--- src/rtl/agen_pkg.sv ---
package agen_pkg;
  typedef enum logic {
    MODE_WRAP = 1'b0,
    MODE_WIDE = 1'b1
  } mode_e;
endpackage

--- src/rtl/agen_cfg.sv ---
module agen_cfg #(
  parameter int unsigned AW = 20
) (
  input  logic            clk,
  input  logic            rst_n,
  input  logic            cfg_we,
  input  logic            cfg_wide,
  input  logic            cfg_win_en,
  input  logic [AW:0]     base_i,
  input  logic [AW:0]     limit_i,
  output agen_pkg::mode_e mode_o,
  output logic            win_en_o,
  output logic [AW:0]     base_o,
  output logic [AW:0]     limit_o
);
  agen_pkg::mode_e mode_q, mode_d;
  logic            en_q, en_d;
  logic [AW:0]     base_q, base_d, limit_q, limit_d;

  always_comb begin
    mode_d  = mode_q;
    en_d    = en_q;
    base_d  = base_q;
    limit_d = limit_q;
    if (cfg_we) begin
      mode_d  = cfg_wide ? agen_pkg::MODE_WIDE : agen_pkg::MODE_WRAP;
      en_d    = cfg_win_en;
      base_d  = base_i;
      limit_d = limit_i;
    end
  end

  always_ff @(posedge clk or negedge rst_n) begin
    if (!rst_n) begin
      mode_q  <= agen_pkg::MODE_WRAP;
      en_q    <= 1'b0;
      base_q  <= '0;
      limit_q <= '0;
    end else begin
      mode_q  <= mode_d;
      en_q    <= en_d;
      base_q  <= base_d;
      limit_q <= limit_d;
    end
  end

  assign mode_o   = mode_q;
  assign win_en_o = en_q;
  assign base_o   = base_q;
  assign limit_o  = limit_q;
endmodule

--- src/rtl/agen_sum.sv ---
module agen_sum #(
  parameter int unsigned SEG_W = 16,
  parameter int unsigned OFF_W = 16,
  parameter int unsigned SHIFT = 4,
  localparam int unsigned AW   = SEG_W + SHIFT
) (
  input  logic [SEG_W-1:0] seg_i,
  input  logic [OFF_W-1:0] off_i,
  input  agen_pkg::mode_e  mode_i,
  output logic [AW:0]      addr_o
);
  logic [AW:0] seg_ext, off_ext, raw;
  logic        carry_keep;

  assign seg_ext = {1'b0, seg_i, {SHIFT{1'b0}}};

  generate
    if (OFF_W > AW) begin : g_bad_width
      initial $error("offset wider than shifted segment");
      assign off_ext = off_i[AW:0];
    end else if (OFF_W == AW + 1) begin : g_full_width
      assign off_ext = off_i;
    end else begin : g_pad
      assign off_ext = {{(AW + 1 - OFF_W){1'b0}}, off_i};
    end
  endgenerate

  assign raw        = seg_ext + off_ext;
  assign carry_keep = (mode_i == agen_pkg::MODE_WIDE);
  assign addr_o     = {raw[AW] & carry_keep, raw[AW-1:0]};
endmodule

--- src/rtl/agen_win.sv ---
module agen_win #(
  parameter int unsigned AW = 20
) (
  input  logic [AW:0] addr_i,
  input  logic        en_i,
  input  logic [AW:0] base_i,
  input  logic [AW:0] limit_i,
  output logic        fault_o
);
  logic below, above;
  assign below   = addr_i < base_i;
  assign above   = addr_i > limit_i;
  assign fault_o = en_i & (below | above);
endmodule

--- src/rtl/agen_realmode.sv ---
module agen_realmode #(
  parameter int unsigned SEG_W = 16,
  parameter int unsigned OFF_W = 16,
  parameter int unsigned SHIFT = 4,
  localparam int unsigned AW   = SEG_W + SHIFT
) (
  input  logic             clk,
  input  logic             rst_n,
  input  logic             cfg_we,
  input  logic             cfg_wide,
  input  logic             cfg_win_en,
  input  logic [AW:0]      cfg_win_base,
  input  logic [AW:0]      cfg_win_limit,
  input  logic             in_valid,
  input  logic [SEG_W-1:0] seg_i,
  input  logic [OFF_W-1:0] off_i,
  output logic             out_valid,
  output logic [AW:0]      phys_addr,
  output logic             hma_hit,
  output logic             limit_fault
);
  localparam logic [AW:0] HMA_LO = {1'b1, {AW{1'b0}}};
  localparam logic [AW:0] HMA_HI = {1'b0, {SEG_W{1'b1}}, {SHIFT{1'b0}}}
                                 + {{(AW + 1 - OFF_W){1'b0}}, {OFF_W{1'b1}}};

  agen_pkg::mode_e mode;
  logic            win_en;
  logic [AW:0]     win_base, win_limit;
  logic [AW:0]     addr;
  logic            fault;

  agen_cfg #(.AW(AW)) i_cfg (
    .clk(clk), .rst_n(rst_n), .cfg_we(cfg_we), .cfg_wide(cfg_wide),
    .cfg_win_en(cfg_win_en), .base_i(cfg_win_base), .limit_i(cfg_win_limit),
    .mode_o(mode), .win_en_o(win_en), .base_o(win_base), .limit_o(win_limit)
  );

  agen_sum #(.SEG_W(SEG_W), .OFF_W(OFF_W), .SHIFT(SHIFT)) i_sum (
    .seg_i(seg_i), .off_i(off_i), .mode_i(mode), .addr_o(addr)
  );

  agen_win #(.AW(AW)) i_win (
    .addr_i(addr), .en_i(win_en), .base_i(win_base), .limit_i(win_limit),
    .fault_o(fault)
  );

  logic        vld_q, vld_d, hma_q, hma_d, flt_q, flt_d;
  logic [AW:0] addr_q, addr_d;
  logic        in_band;

  assign in_band = (addr >= HMA_LO) && (addr <= HMA_HI);

  always_comb begin
    vld_d  = in_valid & ~fault;
    flt_d  = in_valid & fault;
    hma_d  = in_valid & (mode == agen_pkg::MODE_WIDE) & in_band;
    addr_d = addr_q;
    if (in_valid) addr_d = addr;
  end

  always_ff @(posedge clk or negedge rst_n) begin
    if (!rst_n) begin
      vld_q  <= 1'b0;
      hma_q  <= 1'b0;
      flt_q  <= 1'b0;
      addr_q <= '0;
    end else begin
      vld_q  <= vld_d;
      hma_q  <= hma_d;
      flt_q  <= flt_d;
      addr_q <= addr_d;
    end
  end

  assign out_valid   = vld_q;
  assign phys_addr   = addr_q;
  assign hma_hit     = hma_q;
  assign limit_fault = flt_q;

  p_wrap_clear_r2: assert property (@(posedge clk) disable iff (!rst_n)
    (in_valid && mode == agen_pkg::MODE_WRAP) |=> !phys_addr[AW]);

  p_band_mode_r4: assert property (@(posedge clk) disable iff (!rst_n)
    (in_valid && mode == agen_pkg::MODE_WRAP) |=> !hma_hit);

  p_fault_excl_r5: assert property (@(posedge clk) disable iff (!rst_n)
    !(out_valid && limit_fault));

  p_inside_ok_r5: assert property (@(posedge clk) disable iff (!rst_n)
    (in_valid && addr >= win_base && addr <= win_limit) |=> out_valid);

  p_no_window_r6: assert property (@(posedge clk) disable iff (!rst_n)
    (in_valid && !win_en) |=> (out_valid && !limit_fault));

  p_idle_r8: assert property (@(posedge clk) disable iff (!rst_n)
    !in_valid |=> (!out_valid && !hma_hit && !limit_fault && $stable(phys_addr)));
endmodule

--- config.mk ---
export PLATFORM = sky130hd
export DESIGN_NAME = agen_realmode
export DESIGN_NICKNAME = d
export VERILOG_FILES = /design/src/rtl/agen_pkg.sv /design/src/rtl/agen_cfg.sv /design/src/rtl/agen_sum.sv /design/src/rtl/agen_win.sv /design/src/rtl/agen_realmode.sv
export SDC_FILE = /design/constraint.sdc
export NUM_CORES = 1
export LEC_CHECK = 0
export CAP_MARGIN = 20
export CORE_ASPECT_RATIO = 0.6
export CORE_MARGIN = 3
export CORE_UTILIZATION = 35
export CTS_BUF_LIST = sky130_fd_sc_hd__clkbuf_8
export DETAILED_ROUTE_END_ITERATION = 7
export DONT_BUFFER_PORTS = 1
export GPL_TIMING_DRIVEN = 0
export SETUP_SLACK_MARGIN = 0.2
export SYNTH_ARGS = -nofsm -noshare
export SYNTH_HDL_FRONTEND = slang
export SYNTH_HIERARCHICAL = 1
export SYNTH_SLANG_ARGS = --single-unit
--- constraint.sdc ---
create_clock -name clk -period 2.6 [get_ports clk]
set_input_delay 0.13 -clock clk [delete_from_list [all_inputs] [get_ports clk]]
set_output_delay 0.13 -clock clk [all_outputs]
set_load 0.005 [all_outputs]
# Word level (Yosys, flattened, before mapping)
# Cells that the tools add are included.
# W data, S select, Z words.
dict set report totals {
  register_bits 68
  wordCells 23
}
dict set report classes {
  addsub 1
  n_lt_le_gt_ge 4
  mux 1
  n_bitwise 8
  reduce_logical 1
}
# operator count
set ops {}
lappend ops {{$add A20 B16 Y21} 1}
lappend ops {{$ge A21 B21 Y1 const B} 1}
lappend ops {{$gt A21 B21 Y1} 1}
lappend ops {{$le A21 B21 Y1 const B} 1}
lappend ops {{$lt A21 B21 Y1} 1}
lappend ops {{$and A1 B1 Y1} 6}
lappend ops {{$logic_and A1 B1 Y1} 1}
lappend ops {{$mux W1} 1}
lappend ops {{$not A1 Y1} 1}
lappend ops {{$or A1 B1 Y1} 1}

# Depth between registers and ports, before layout
# Gate-level depths: netlist of the first run.
dict set report depth {
  ltp_word 7
  ltp_mapped 15
}

# By module
# Netlist of the first run, hierarchy kept.
# mod n_inst cells_each area_each_um2
set by_module_without_submodules {}
lappend by_module_without_submodules {agen_cfg 1 93 1838.0}
lappend by_module_without_submodules {agen_win 1 146 1028.5}
lappend by_module_without_submodules {agen_realmode 1 57 910.9}
lappend by_module_without_submodules {agen_sum 1 85 669.4}

# Least setup slack after synthesis of the first run
# OpenSTA, ideal clock, no wires.
dict set report synth_timing {
  path_kind {in2reg}
  from {in seg_i[4]}
  to {reg flt_q, in the netlist limit_fault}
  setup_time_ns 0.119
  arrival_time_ns 3.034
  required_time_ns 2.481
  slack_ns -0.553
  stages 12
  path_buffers 0
  cell_sequence {ha_1 > a21o_1 > a31o_2 > o21a_1 > o311ai_0 > ha_1 > and4_1 > a221oi_1 > nor2_1 > o311ai_1 > o41ai_1 > and2_1}
}
dict set report synth_via {
  word_cells_on_any_way 7
  cone_classes {1 x add/sub; 2 x order compare; 4 x bitwise}
}
# element line
set synth_rtl {}
lappend synth_rtl {{start, declared} agen_realmode.sv:15} ;# input logic [SEG_W-1:0] seg_i,
lappend synth_rtl {{$add A20 B16 Y21 *} agen_sum.sv:28} ;# assign raw = seg_ext + off_ext;
lappend synth_rtl {{named net addr[11]} agen_realmode.sv:29} ;# logic [AW:0] addr;
lappend synth_rtl {{$lt A21 B21 Y1 / $gt A21 B21 Y1 (equally long branches)} {agen_win.sv:11, agen_win.sv:12}}
lappend synth_rtl {{$or A1 B1 Y1 *} agen_win.sv:13} ;# assign fault_o = en_i & (below | above);
lappend synth_rtl {{$and A1 B1 Y1 *} agen_win.sv:13}
lappend synth_rtl {{named net fault} agen_realmode.sv:30} ;# logic fault;
lappend synth_rtl {{$and A1 B1 Y1 *} agen_realmode.sv:55} ;# flt_d = in_valid & fault;
lappend synth_rtl {{named net flt_d} agen_realmode.sv:47} ;# logic vld_q, vld_d, hma_q, hma_d, flt_q, flt_d;
lappend synth_rtl {{end signal, assigned} agen_realmode.sv:70} ;# flt_q <= flt_d;
lappend synth_rtl {{end, declared} agen_realmode.sv:47}
# Mark *: on every way through the listed nets, which the timed path passes. The rest lies on a longest branch.
# A chain may end at the register's enable or synchronous reset.

# Worst setup path after layout of the first run
# Same ends and word-level chain as after synthesis.

==> run summary, run 1 <==
Max cap viols - 0
CORE AREA - 12,220 µm²
Nets@finish - 582
CTS H-tree lvls - 3
FP Rows - 31
Area growth syn-to-layout - 29.40%
Switch share - 0.3213
Startpoint Class - primary input
Worst vdd ir - 244.9 µV
Comb power frac - 0.322
Synthesis Warnings - 6
Grt total ovfl - 0
Total GRT Usage - 0.1696
Number of synthesized flops with an enable pin - 0
Multi-input gate area - 2780 µm²
CTS tree - done
Period utilization - 1.130
Crit path time final - 2.938 ns
First-pass GRT wire length - 18,040 µm
Power per Cell Area - 561.1 nW/µm²
Prevailing post-synth register cell - dfrtp_1
Cell Area, Synth - 4447 µm²
Worst min path class - in -> reg
Clk pwr share - 0.277
Fin Hold WS - 0.03700 ns
DP HPWL - 8450 µm
GP Congestion - 0.8145
Vias per cell - 5.045
Least-Margin Pin Slew - 0.5734 ns
Initial antenna violation count - 0
Wirelength per Cell - 18.58 µm
Synth unique cells - 46
Syn_area_per_cell - 11.67 µm²
Dpl ws - -1.126 ns
Placed Area - 4674 µm²
Most common cell after layout, fill and taps aside - dfrtp_1
Seq pwr share - 0.401
Worst skew pair latency - 0.35 ns
Outcome - complete, but fails checks
Share of layout cells above drive strength 1 - 0.3333
Num ports - 104
Port Buffers - 0
Setup ws final - -0.3379 ns
Worst-path clk slew - 0.08 ns
Violated checks - negative setup slack
Yosys reg bits - 68
Largest net degree at the start of global routing - 69
Die area - 14,140 µm²
Vias in the first global route - 3,339
Overall power - 3.229 mW
Final std cells w/o fill - 618
Register area - 1702 µm²
RSZ-0062 raised after global routing - true
CP Max Fanout - 5
Die Span Y - 93.31 µm
# placed instances - 546
Clock Path Buffers - 2
Antenna viol nets, final - 0
Diodes inserted - 0
Layout Skew - 0.005044 ns
Sw power - 1.037 mW
Root buf cell - clkbuf_8
Crit path arrival time - 3.18 ns
Starting Density - 0.3640
Leading cell types in the layout, fill and taps excluded - 68 x dfrtp_1, 46 x inv_1, 45 x dlygate4sd3_1
DR iter-0 viols - 131
CP Capture Type - flop
DRC Markers - 0
Setup Viol. Count Final - 2
CTS Buf Count - 9
Total Wirelength - 11,480 µm
Final Hold Viols - 0
Crit path kind - in -> reg
# clock sinks - 68
Internal power - 2.191 mW
Die W - 151.5 µm
Async SR Flop Fraction - 1.000
Slew Limit Fails - 0
Fin area - 5754 µm²
Syn nets - 515
Via count - 3,118
Syn Inst Count - 381
Leakage - 2.647 nW
Worst EP required - 2.84 ns
Fmax - 340.4 MHz
Max_slew headroom - 0.6164
Fill cells - 1,125
Sequential area share after synthesis - 0.3827
Drt first pass iters - 4
==> cells by family (layout without fill, tap and decap cells) <==
family,count (synthesis),count (layout),share of synthesized area
AOI/OAI and AO/OA,60,60,0.09173
buffers and inverters,58,130,0.07006
muxes,65,65,0.1984
DFF,68,68,0.3827
xor gates and xnor gates,12,12,0.02364
adders and majority gates,54,54,0.1536
and+or+nand+nor,64,64,0.07991
==> power by group through the flow <==
stage | combinational (mW) | clock (mW) | sequential [mW]
finish | 1.04 | 0.894 | 1.29
global route | 1.16 | 0.981 | 1.31
CTS | 0.981 | 0.937 | 1.30
detailed placement | 0.802 | 0 | 1.32
global placement | 0.775 | 0 | 1.31
floorplan | 0.628 | 0 | 1.28
==> through the flow <==
| step | utilization | TNS [ns] |
|---|---|---|
| 6_report | 0.4710 | -0.6400 |
| 5_1_grt | 0.4710 | -0.7909 |
| 4_1_cts | 0.4565 | -0.5999 |
| 3_5_place_dp | 0.3826 | -2.363 |
| 3_3_place_gp | 0.3826 | -2.206 |
| 2_1_floorplan | - | -0.6999 |
==> registers in the layout, summed over array words and instances, names as in the netlist <==
signal and cells:
i_cfg/base_o 21, i_cfg/limit_o 21, phys_addr 21, hma_hit 1
i_cfg/mode_o 1, i_cfg/win_en_o 1, limit_fault 1, out_valid 1
==> what timing repair did <==
item	CTS	global route
endpoints found under the setup margin	2	3
gates resized for setup	26	22
endpoints found under the hold margin	112	0
hold buffers	46	0
buffers inserted	8	2
pin swaps	21	15
==> layout make-up <==
type                    instances  share of cell area
plain buffers                  12             0.02414
flip-flops and latches         68              0.2957
repair buffers                 56             0.09611
well taps                     165             0.03588
multi-input cells             255              0.4831
clock buffers                  10             0.02392
inverters                      46             0.03001
clock inverters                 6             0.01109
==> metal layers <==
metal  wire length, µm  track usage  share of wire  vias up
met2              4953       0.2460           0.43       92
met4               168      0.04858          0.015        0
met3               737      0.06005          0.064       16
met5                 0            0              0        -
met1              5623       0.2382           0.49     1515
li1                  -            -              -     1495
==> critical path, stage by stage <==
cell,delay [ns]
ha_4,0.24
a21o_1,0.21
a31o_4,0.24
a2111oi_4,0.30
buf_4,0.20
o41ai_2,0.09
xor2_1,0.17
buf_4,0.16
ha_1,0.28
nand4_1,0.11
or3_4,0.36
nor2_4,0.09
nand4_1,0.13
o311ai_2,0.12
o41ai_2,0.15
and2_1,0.17
==> worst paths after layout <==
path	slack (ns)	end	cells past startpoint	startpoint
min in group asynchronous	0.35	i_cfg/limit_o[5]	2	rst_n
hold / removal	0.04	phys_addr[0]	2	off_i[0]
setup reg to reg	0.37	limit_fault	9	i_cfg/limit_o[6]
hold reg to reg	0.52	i_cfg/base_o[16]	1	i_cfg/base_o[16]
setup / recovery	-0.34	limit_fault	16	seg_i[4]
max in group asynchronous	1.96	i_cfg/base_o[18]	2	rst_n
==> synthesized netlist by cell type (7+ instances only) <==
library cell,number,area (µm²)
mux2_2,25,281.5
nand2_1,15,56.30
nor2_1,8,30.03
mux2_4,40,600.6
nand4_1,9,56.30
a21oi_1,22,110.1
nand3_1,7,35.03
ha_1,53,663.1
dfrtp_1,68,1702
inv_1,46,172.7
o21ai_0,10,50.05
(Power assumes the default switching activity.)
==> inputs of run 2 (changes only) <==
--- a/config.mk
+++ b/config.mk
@@ -7,8 +7,8 @@
 export LEC_CHECK = 0
 export CAP_MARGIN = 20
 export CORE_ASPECT_RATIO = 0.6
-export CORE_MARGIN = 3
-export CORE_UTILIZATION = 35
+export CORE_MARGIN = 10
+export CORE_UTILIZATION = 45
 export CTS_BUF_LIST = sky130_fd_sc_hd__clkbuf_8
 export DETAILED_ROUTE_END_ITERATION = 7
 export DONT_BUFFER_PORTS = 1
==> run 2 against run 1 <==
Effect of this change: the run still ends with negative setup slack left; sequential share of layout area about the same; utilization increased by 14 points; setup slack got worse by 0.017 ns; total power is 1.8% higher; global-route usage decreased by 0.32 points; combinational power about the same; clock power increased by 6.3%; hold slack worse by 0.013 ns; highest routed layer unchanged.
==> run summary, run 2 (same netlist as run 1, synthesis figures left out) <==
CTS Buf Count - 9 (unchanged)
Final Hold Viols - 0 (unchanged)
Worst skew pair latency - 0.35 ns (about the same)
Layout Skew - 0.005891 ns (was 0.005044 ns)
Leakage - 2.689 nW (was 2.647 nW)
Crit path max-delay family - simple AND/OR/NAND/NOR gates (was compound AO/OA/AOI/OAI gates)
Via count - 3,112 (was 3,118)
Worst path bufs/invs - 1 (was 2)
Worst vdd ir - 282.0 µV (was 244.9 µV)
Slew Limit Fails - 0 (unchanged)
Root buf cell - clkbuf_8 (unchanged)
RSZ-0062 raised after global routing - true (unchanged)
Vias per cell - 5.302 (was 5.045)
# clock sinks - 68 (unchanged)
Worst-path clk slew - 0.08 ns (about the same)
Outcome - complete, but fails checks (unchanged)
Die W - 148.3 µm (was 151.5 µm)
Die area - 14,390 µm² (was 14,140 µm²)
Critical path depth - 16 (unchanged)
Total Wirelength - 11,710 µm (was 11,480 µm)
Num ports - 104 (unchanged)
Reg-to-reg critical path startpoint - i_cfg/mode_o (was i_cfg/limit_o[6])
Nets@finish - 586 (was 582)
Port Buffers - 0 (unchanged)
Die Span Y - 97 µm (was 93.31 µm)
Wirelength per Cell - 19.94 µm (was 18.58 µm)
Period utilization - 1.137 (was 1.130)
CP startpoint - seg_i[0] (was seg_i[4])
DP HPWL - 8426 µm (was 8450 µm)
Share of layout cells above drive strength 1 - 0.3414 (was 0.3333)
Diodes inserted - 0 (unchanged)
CTS H-tree lvls - 3 (unchanged)
Fmax - 338.4 MHz (was 340.4 MHz)
CP Max Fanout - 4 (was 5)
Hold Crit Depth - 2 (unchanged)
Crit path arrival time - 3.20 ns (was 3.18 ns)
Area growth syn-to-layout - 29.49% (was 29.40%)
Vias in the first global route - 3,408 (was 3,339)
Total GRT Usage - 0.1665 (was 0.1696)
Max incr delay on CP - 0.39 ns (was 0.36 ns)
Most common cell after layout, fill and taps aside - dfrtp_1 (unchanged)
Setup Viol. Count Final - 2 (unchanged)
Initial antenna violation count - 0 (unchanged)
Clock Path Buffers - 2 (unchanged)
Crit path cell chain - ha_4 > fa_2 > a21o_1 > a221oi_4 > buf_4 > or4_4 > nand2_4 > xor2_4 > ha_1 > nand2_1 > or3_4 > nor2_4 > nand4_1 > o311ai_2 > o41ai_2 > and2_1 (was ha_4 > a21o_1 > a31o_4 > a2111oi_4 > buf_4 > o41ai_2 > xor2_1 > buf_4 > ha_1 > nand4_1 > or3_4 > nor2_4 > nand4_1 > o311ai_2 > o41ai_2 > and2_1)
Overall power - 3.286 mW (was 3.229 mW)
Max cap viols - 0 (unchanged)
CORE AREA - 9392 µm² (was 12,220 µm²)
DRC Markers - 0 (unchanged)
Startpoint Class - primary input (unchanged)
Crit path time final - 2.955 ns (was 2.938 ns)
FP Rows - 27 (was 31)
Fin area - 5758 µm² (was 5754 µm²)
Setup ws final - -0.3554 ns (was -0.3379 ns)
Hold Crit Start - off_i[0] (unchanged)
Least-Margin Pin Slew - 0.6051 ns (was 0.5734 ns)
Leading cell types in the layout, fill and taps excluded - 68 x dfrtp_1, 46 x inv_1, 45 x dlygate4sd3_1 (unchanged)
Starting Density - 0.4735 (was 0.3640)
Power per Cell Area - 570.8 nW/µm² (was 561.1 nW/µm²)
Worst EP required - 2.85 ns (was 2.84 ns)
Worst Reg2Reg Path Length in Cells - 9 (unchanged)
Antenna viol nets, final - 0 (unchanged)
Max_slew headroom - 0.5937 (was 0.6164)
GP Congestion - 0.7788 (was 0.8145)
Largest net degree at the start of global routing - 69 (unchanged)
DR iter-0 viols - 181 (was 131)
Setup TNS - -0.6911 ns (was -0.6400 ns)
Placed Area - 4631 µm² (was 4674 µm²)
Crit path kind - in -> reg (unchanged)
Drt first pass iters - 4 (unchanged)
CTS tree - done (unchanged)
CP max stage cell - or3_4 (unchanged)
Worst min path class - in -> reg (unchanged)
Violated checks - negative setup slack (unchanged)
CP Capture Type - flop (unchanged)
Grt total ovfl - 0 (unchanged)
First-pass GRT wire length - 19,060 µm (was 18,040 µm)
==> run 2: cell count changes in the layout (fill, tap and decap cells not counted), moves of 2 or more <==
| cell | before | now |
|---|---|---|
| clkinv_2 | 2 | 0 |
| buf_4 | 15 | 19 |
| ha_4 | 9 | 7 |
| clkbuf_8 | 10 | 12 |
==> run 2: through the flow <==
| step | hold slack [ns] | setup WS [ns] | util | cells |
|---|---|---|---|---|
| 6_report | 0.02435 | -0.3554 | 0.6131 | 587 |
| 5_1_grt | 0.006020 | -0.4475 | 0.6131 | 587 |
| 4_1_cts | 0.006190 | -0.2015 | 0.6099 | 585 |
| 3_5_place_dp | -0.1627 | -1.036 | 0.4931 | 511 |
| 3_3_place_gp | -0.1626 | -0.9945 | 0.4931 | 511 |
| 2_1_floorplan | -0.1656 | -0.3637 | - | 381 |
==> run 2: repair_timing <==
| item | 4_1_cts | 5_1_grt |
|---|---|---|
| buffers inserted | 12 | 2 |
| hold buffers | 46 | 0 |
| endpoints found under the hold margin | 112 | 0 |
| gates resized for setup | 46 | 4 |
| pin swaps | 22 | 9 |
| endpoints found under the setup margin | 2 | 3 |
==> run 2: worst paths after layout <==
path	to	slack, ns
min in group asynchronous	i_cfg/limit_o[4]	0.32
hold / removal	phys_addr[0]	0.02
hold reg to reg	i_cfg/limit_o[9]	0.52
setup reg to reg	limit_fault	0.48
setup / recovery	limit_fault	-0.36
max in group asynchronous	phys_addr[6]	2.00
==> run 2: area by class of cell <==
cell class / count / area, µm²
Tap cell: 130 / 162.7
Timing Repair Buffer: 60 / 583.1
Multi-Input combinational cell: 255 / 2779
Fill cell: 783 / 3633
Clock inverter: 4 / 55.05
Inverter: 46 / 172.7
Sequential cell: 68 / 1702
Buffer: 12 / 138.9
Clock buffer: 12 / 165.2
==> run 2: power breakdown <==
part	leakage, nW	total, mW	internal (mW)	switching, mW
registers	0.802	1.30	1.19	0.106
logic	1.78	1.04	0.534	0.504
clock network	0.109	0.950	0.526	0.424
total	2.69	3.29	2.25	1.03
==> run 2: routing by layer <==
metal | up-vias | global-route usage | wire length (µm)
met1 | 1532 | 0.2260 | 5523
met5 | - | 0 | 0
met2 | 71 | 0.2547 | 5427
met4 | 0 | 0.03614 | 85
li1 | 1500 | - | -
met3 | 9 | 0.04965 | 671
